**config.mk**
```make
export PLATFORM = sky130hd
export DESIGN_NAME = acc_alu_top
export DESIGN_NICKNAME = d
export VERILOG_FILES = /design/src/rtl/acc_alu_pkg.sv /design/src/rtl/acc_alu_func.sv /design/src/rtl/acc_alu_ccr.sv /design/src/rtl/acc_alu_stack.sv /design/src/rtl/acc_alu_top.sv
export SDC_FILE = /design/constraint.sdc
export NUM_CORES = 1
export LEC_CHECK = 0
export BUFFER_PORTS_ARGS = -buffer_cell sky130_fd_sc_hd__buf_2
export CORE_MARGIN = 2
export CORE_UTILIZATION = 40
export CTS_CLUSTER_SIZE = 16
export DETAILED_ROUTE_END_ITERATION = 7
export PLACE_DENSITY = 0.73
export SETUP_SLACK_MARGIN = 0.2
export SYNTH_ARGS = -nofsm -noshare
export SYNTH_HDL_FRONTEND = slang
export SYNTH_SLANG_ARGS = --single-unit
```
**constraint.sdc**
```tcl
create_clock -name clk -period 6.1 [get_ports clk]
set_input_delay 0.61 -clock clk [delete_from_list [all_inputs] [get_ports clk]]
set_output_delay 0.61 -clock clk [all_outputs]
set_load 0.03 [all_outputs]
```
**src/rtl/acc_alu_pkg.sv**
```systemverilog
// Package: operation codes and flag bit positions shared by the unit.
package acc_alu_pkg;
    typedef enum logic [3:0] {
        OP_NOP = 4'd0,
        OP_LD  = 4'd1,
        OP_ADD = 4'd2,
        OP_ADC = 4'd3,
        OP_SUB = 4'd4,
        OP_AND = 4'd5,
        OP_OR  = 4'd6,
        OP_XOR = 4'd7,
        OP_INC = 4'd8,
        OP_DEC = 4'd9
    } alu_op_e;

    localparam int FL_C = 0;
    localparam int FL_V = 1;
    localparam int FL_Z = 2;
    localparam int FL_N = 3;
    localparam int FL_I = 4;
    localparam int FL_H = 5;
    localparam int FL_W = 6;
endpackage

```
**src/rtl/acc_alu_func.sv**
```systemverilog
// Combinational function unit: computes the result and the next flags (bits 5..0)
// for one operation. Assumes the caller gates it with op_valid.
module acc_alu_func
    import acc_alu_pkg::*;
#(
    parameter int DATA_W = 8
) (
    input  alu_op_e           op,
    input  logic [DATA_W-1:0] opa,
    input  logic [DATA_W-1:0] opb,
    input  logic [DATA_W-1:0] load_val,
    input  logic [FL_W-1:0]   fl_in,
    output logic [DATA_W-1:0] res,
    output logic [FL_W-1:0]   fl_out,
    output logic              wr_res,
    output logic              wr_fl
);
    localparam int MSB = DATA_W - 1;
    localparam int HB  = DATA_W / 2;

    logic              cin;
    logic [DATA_W:0]   sum;
    logic [HB:0]       hsum;
    logic [DATA_W:0]   diff;
    logic [DATA_W-1:0] one;

    // Shared adder and subtractor with carry-in only for add-with-carry.
    always_comb begin
        one  = {{(DATA_W-1){1'b0}}, 1'b1};
        cin  = (op == OP_ADC) ? fl_in[FL_C] : 1'b0;
        sum  = {1'b0, opa} + {1'b0, opb} + {{DATA_W{1'b0}}, cin};
        hsum = {1'b0, opa[HB-1:0]} + {1'b0, opb[HB-1:0]} + {{HB{1'b0}}, cin};
        diff = {1'b0, opa} - {1'b0, opb};
    end

    // Result and flag selection by operation.
    always_comb begin
        res    = opa;
        fl_out = fl_in;
        wr_res = 1'b1;
        wr_fl  = 1'b1;
        case (op)
            OP_LD: begin
                res   = load_val;
                wr_fl = 1'b0;
            end
            OP_ADD, OP_ADC: begin
                res          = sum[DATA_W-1:0];
                fl_out[FL_C] = sum[DATA_W];
                fl_out[FL_H] = hsum[HB];
                fl_out[FL_V] = (opa[MSB] == opb[MSB]) && (res[MSB] != opa[MSB]);
            end
            OP_SUB: begin
                res          = diff[DATA_W-1:0];
                fl_out[FL_C] = diff[DATA_W];
                fl_out[FL_V] = (opa[MSB] != opb[MSB]) && (res[MSB] != opa[MSB]);
            end
            OP_AND, OP_OR, OP_XOR: begin
                res          = (op == OP_AND) ? (opa & opb) :
                               (op == OP_OR)  ? (opa | opb) : (opa ^ opb);
                fl_out[FL_V] = 1'b0;
            end
            OP_INC: begin
                res          = opa + one;
                fl_out[FL_V] = ~opa[MSB] & res[MSB];
            end
            OP_DEC: begin
                res          = opa - one;
                fl_out[FL_V] = opa[MSB] & ~res[MSB];
            end
            default: begin
                wr_res = 1'b0;
                wr_fl  = 1'b0;
            end
        endcase
        if (wr_fl) begin
            fl_out[FL_N] = res[MSB];
            fl_out[FL_Z] = (res == '0);
        end
    end
endmodule

```
**src/rtl/acc_alu_ccr.sv**
```systemverilog
// Flag register: takes operation flags, mask strobes and direct writes.
// A direct write overrides everything in its cycle. Bits 7..6 are constant 1.
module acc_alu_ccr
    import acc_alu_pkg::*;
(
    input  logic            clk,
    input  logic            rst_n,
    input  logic            fl_upd,
    input  logic [FL_W-1:0] fl_new,
    input  logic            wr,
    input  logic [7:0]      wdata,
    input  logic            mask_set,
    input  logic            mask_clr,
    output logic [7:0]      ccr
);
    logic [FL_W-1:0] q;
    logic [FL_W-1:0] nxt;

    // Merge the update sources by priority.
    always_comb begin
        nxt = q;
        if (fl_upd) nxt = fl_new;
        if (mask_set)      nxt[FL_I] = 1'b1;
        else if (mask_clr) nxt[FL_I] = 1'b0;
        if (wr) nxt = wdata[FL_W-1:0];
    end

    // Flag storage; reset leaves the mask set.
    always_ff @(posedge clk) begin
        if (!rst_n) q <= 6'b010000;
        else        q <= nxt;
    end

    assign ccr = {2'b11, q};


    mask_set_chk: assert property (@(posedge clk) disable iff (!rst_n)
        (mask_set && !wr) |=> ccr[FL_I]);

    mask_clr_chk: assert property (@(posedge clk) disable iff (!rst_n)
        (mask_clr && !mask_set && !wr) |=> !ccr[FL_I]);

    ccr_write_chk: assert property (@(posedge clk) disable iff (!rst_n)
        wr |=> (ccr == ($past(wdata) | 8'hC0)));
endmodule

```
**src/rtl/acc_alu_stack.sv**
```systemverilog
// Stack pointer: points at the next free byte. Push writes then decrements,
// pop increments then reads. Push with pop in one cycle is dropped.
module acc_alu_stack #(
    parameter int            SP_W    = 16,
    parameter logic [SP_W-1:0] SP_INIT = 16'h01FF
) (
    input  logic            clk,
    input  logic            rst_n,
    input  logic            push,
    input  logic            pop,
    output logic [SP_W-1:0] sp,
    output logic [SP_W-1:0] addr,
    output logic            we,
    output logic            pop_fire
);
    logic push_fire;

    assign push_fire = push & ~pop;
    assign pop_fire  = pop & ~push;
    assign we        = push_fire;
    assign addr      = pop_fire ? sp + 1'b1 : sp;

    // Pointer movement.
    always_ff @(posedge clk) begin
        if (!rst_n)         sp <= SP_INIT;
        else if (push_fire) sp <= sp - 1'b1;
        else if (pop_fire)  sp <= sp + 1'b1;
    end


    push_move_chk: assert property (@(posedge clk) disable iff (!rst_n)
        (push && !pop) |=> (sp == $past(addr) - 1'b1));

    pop_move_chk: assert property (@(posedge clk) disable iff (!rst_n)
        (pop && !push) |=> (sp == $past(addr)));

    both_hold_chk: assert property (@(posedge clk) disable iff (!rst_n)
        (push && pop) |=> $stable(sp));
endmodule

```
**src/rtl/acc_alu_top.sv**
```systemverilog
// Top: two accumulators around the function unit, the flag register and the
// stack pointer. Operand 1 is the destination accumulator, operand 2 the other.
module acc_alu_top
    import acc_alu_pkg::*;
#(
    parameter int              DATA_W  = 8,
    parameter int              SP_W    = 16,
    parameter logic [SP_W-1:0] SP_INIT = 16'h01FF
) (
    input  logic              clk,
    input  logic              rst_n,
    input  logic              op_valid,
    input  logic [3:0]        op_code,
    input  logic              op_dst,
    input  logic [DATA_W-1:0] op_data,
    input  logic              ccr_wr,
    input  logic [7:0]        ccr_wdata,
    input  logic              mask_set,
    input  logic              mask_clr,
    input  logic              push,
    input  logic              pop,
    input  logic              stk_sel,
    input  logic [DATA_W-1:0] stk_rdata,
    output logic [DATA_W-1:0] acc_a,
    output logic [DATA_W-1:0] acc_b,
    output logic [7:0]        ccr,
    output logic [SP_W-1:0]   sp,
    output logic [SP_W-1:0]   stk_addr,
    output logic              stk_we,
    output logic [DATA_W-1:0] stk_wdata
);
    localparam int N_ACC = 2;

    logic [DATA_W-1:0] acc_q [N_ACC];
    logic [DATA_W-1:0] res;
    logic [FL_W-1:0]   fl_new;
    logic              wr_res, wr_fl, pop_fire;
    alu_op_e           op;

    assign op = op_valid ? alu_op_e'(op_code) : OP_NOP;

    acc_alu_func #(.DATA_W(DATA_W)) u_func (
        .op(op), .opa(acc_q[op_dst]), .opb(acc_q[~op_dst]), .load_val(op_data),
        .fl_in(ccr[FL_W-1:0]), .res(res), .fl_out(fl_new),
        .wr_res(wr_res), .wr_fl(wr_fl)
    );

    acc_alu_ccr u_ccr (
        .clk(clk), .rst_n(rst_n), .fl_upd(wr_fl), .fl_new(fl_new),
        .wr(ccr_wr), .wdata(ccr_wdata), .mask_set(mask_set),
        .mask_clr(mask_clr), .ccr(ccr)
    );

    acc_alu_stack #(.SP_W(SP_W), .SP_INIT(SP_INIT)) u_stack (
        .clk(clk), .rst_n(rst_n), .push(push), .pop(pop), .sp(sp),
        .addr(stk_addr), .we(stk_we), .pop_fire(pop_fire)
    );

    assign stk_wdata = acc_q[stk_sel];

    // One register per accumulator; a pop overrides an operation result.
    for (genvar g = 0; g < N_ACC; g++) begin : g_acc
        always_ff @(posedge clk) begin
            if (!rst_n)
                acc_q[g] <= '0;
            else if (pop_fire && (stk_sel == 1'(g)))
                acc_q[g] <= stk_rdata;
            else if (wr_res && (op_dst == 1'(g)))
                acc_q[g] <= res;
        end
    end

    assign acc_a = acc_q[0];
    assign acc_b = acc_q[1];


    logic_carry_chk: assert property (@(posedge clk) disable iff (!rst_n)
        (op_valid && !ccr_wr && (op_code inside {4'd5, 4'd6, 4'd7}))
        |=> (ccr[FL_C] == $past(ccr[FL_C])) && !ccr[FL_V]);

    incdec_carry_chk: assert property (@(posedge clk) disable iff (!rst_n)
        (op_valid && !ccr_wr && (op_code inside {4'd8, 4'd9}))
        |=> (ccr[FL_C] == $past(ccr[FL_C])));

    pop_load_chk: assert property (@(posedge clk) disable iff (!rst_n)
        (pop && !push && !stk_sel) |=> (acc_a == $past(stk_rdata)));
endmodule

```
==> flow_summary.ini <==
[synth]
yosysTopAreaCell = edfxtp_1
synth.top_cell.area_share_pct = 11.1
ys_ff_latch = 38
synth_edf_count = 16
synth_area_um2 = 4330
syn_area_per_cell_um2 = 8.04
synth-main-ff-cell = dfxtp_1
yosysWarnings = 0
ys_async_sr_fraction_pct = 0
yosysUniqueCellTypes = 80
yosysSeqAreaShare_pct = 21.3
syn-instance-count = 538
synth_area_leaders = edfxtp_1 11%, dfxtp_1 10%, ha_1 8.4%

[floorplanning]
die_w_um = 108
die_area_um2 = 11700
placement_rows = 37
core_um2 = 10400
start_util_pct = 41.5
ios = 103
dieHeight_um = 108

[place]
pre_cts_slack_ps = 1920
port_buffers = 98
dpl.hpwl_um = 10200
place_congestion = 0.985

[grt]
grt-ovfl-total = 0
grt_pass1_vias = 4050
grt_first_pass_wirelength_um = 20500
grt_usage_pct = 22.1
antenna_found_initial = 0
grt_start_max_net_pins = 33

[clock_network]
cts_root_buf = clkbuf_8
post_cts_resized = 0
cts_max_path_buffers = 2
hold_buffers = 0
cts_num_sinks = 38
path_clk_slew_ps = 80
clk_latency_ps = 300
postCtsSetupBuffers = 0
cts_tree = built
cts_max_level = 2
cts_buffers = 5

[critical_path]
cp_cell_sequence = buf_2 > mux2i_1 > inv_1 > fa_1 > a31oi_1 > a2bb2oi_1 > mux2i_1 > a211oi_1 > nor2_1 > a22o_1
crit_buf_inv = 2
cp_top_family = compound AO/OA/AOI/OAI gates
crit_path_start_kind = primary input
critPathRequiredTime_ps = 6150
arrival_ps = 3970
crit_slowest_cell = mux2i_1
end_kind = flop
path_class = in2reg
path_max_fanout = 32
cp_common_cell = mux2i_1
critPathMaxStageDelay_ps = 610

[drt]
routedWlPerCell_um = 17.6
vias_per_cell = 5.93
dr.pass1.iters = 5
drt-initial-drc-count = 266
antenna_left = 0
drc_errors = 0
vias = 4438
wirelength_um = 13200

[power_and_ir_drop]
vdd_drop_max_v = 0.0000970
p_sw_share_pct = 41.4
p_seq_share_pct = 32.1
p_per_area_nw_per_um2 = 199
p_int_w = 0.000580
leakagePower_nw = 2.23
combPwrFrac_pct = 42.9
power.net_switching_w = 0.000410
p_clk_share_pct = 25.0

[sta]
skew_ps = 11.2
setup_tns_ps = 0
fmax_mhz = 255
period_needed_ps = 3920
drv_slew = 0
tightest_slew_ps = 898
hold_slack_ps = 553
hold_viol = 0
final.period_utilization_pct = 64.2
relSlewSlack_pct = 39.7
setup_violations = 0
rsz0062_at_grt = no
fin_ws_ps = 2180

[finish]
syn_to_final_growth_pct = 14.9
nNetsFinal = 682
n_antenna_cell = 0
final_common_cell = buf_2
utilization_pct = 47.7
drive_above_1_share_pct = 21.2
final_cell_mix = 98 x buf_2, 60 x nand2_1, 33 x inv_1, 29 x nor2_1, 29 x ha_1

[status]
status = complete, no violations

[worst_hold_path]
hp-class = reg2reg

[run]
cap_violations = 0
==> synthesized netlist by cell type, types with 3 or more instances <==
cell type / n
nor3_1: 19
xor2_1: 13
edfxtp_1: 16
a2bb2oi_1: 3
o22ai_1: 3
ha_1: 29
fa_1: 3
nor2_1: 29
a221oi_1: 3
nand4b_1: 3
nand2_1: 60
xnor2_1: 23
or4_1: 3
o211a_1: 3
a22oi_1: 4
o2111ai_1: 5
nand4_1: 7
a22o_1: 12
mux2_2: 8
dfxtp_1: 22
o21ai_0: 24
and3_1: 6
nand2b_1: 9
o21bai_1: 3
a211o_1: 5
a21o_1: 3
clkbuf_1: 20
inv_1: 33
a2111o_1: 3
nor4_1: 3
a31oi_1: 4
nand3b_1: 4
and2_1: 5
a211oi_1: 8
o21a_1: 4
or3_1: 4
mux2i_1: 17
nand3_1: 15
a21oi_1: 25
nor2b_1: 11
buf_2: 7
or3b_1: 3
buf_4: 3
==> path summary, 6_finish.rpt <==
check,endpoint,startpoint,slack [ps],cells past startpoint
min reg2reg,u_ccr.q[4],u_ccr.q[4],550,2
min,u_ccr.q[4],u_ccr.q[4],550,2
max reg2reg,acc_q[1][4],acc_q[1][1],2640,9
max,acc_q[1][4],op_dst,2180,10
==> per-layer routing <==
layer	part of all wire (%)	track usage, %
met1	45	31.6
met2	46	34.9
met5	0	0
met3	7.7	3.13
met4	1.6	6.23
==> power groups by stage <==
| stage | combinational, W | sequential [W] | clock [W] |
|---|---|---|---|
| global route | 0.000459 | 0.000322 | 0.000260 |
| CTS | 0.000421 | 0.000318 | 0.000250 |
| detailed placement | 0.000419 | 0.000324 | 0 |
| global placement | 0.000411 | 0.000322 | 0 |
| floorplan | 0.000279 | 0.000350 | 0 |
| finish | 0.000425 | 0.000318 | 0.000248 |
==> worst register-to-register path: stages, from the launching register on <==
cell and delay (ps):
edfxtp_1 470, mux2i_1 530, inv_1 240, fa_1 520
a31oi_1 470, a2bb2oi_1 200, mux2i_1 110, a211oi_1 330
nor2_1 140, a22o_1 230
==> layout make-up <==
class	instances	area [um^2]
Clock buffer	6	93.8
Clock inverter	2	38.8
Fill cell	1077	5440
Inverter	34	128
Multi-Input combinational cell	434	3120
Sequential cell	38	921
Tap cell	136	170
Timing Repair Buffer	99	498
==> state kept, by name (all words and copies together), names as in the netlist <==
register    count
acc_q          16
u_ccr.q         6
u_stack.sp     16
==> per-stage QoR <==
stage	power (W)	std cells	area, um^2
floorplan	0.000629	539	4330
global placement	0.000734	741	4840
detailed placement	0.000743	741	4840
CTS	0.000989	749	4970
global route	0.00104	749	4970
finish	0.000991	749	4970
==> logic make-up (layout without fill, tap and decap cells) <==
group                      Yosys count  after routing  synth area share, %
and+or+nand+nor                    197            197                 24.2
AOI/OAI and AO/OA                  139            139                 23.7
buffers and inverters               67            141                 6.62
DFF                                 38             38                 21.3
xor gates and xnor gates            36             36                 7.29
adders and majority gates           32             32                 9.77
muxes                               28             28                 7.00
other                                1              2               0.0867
Note: power is estimated with default switching activity, not from simulation.
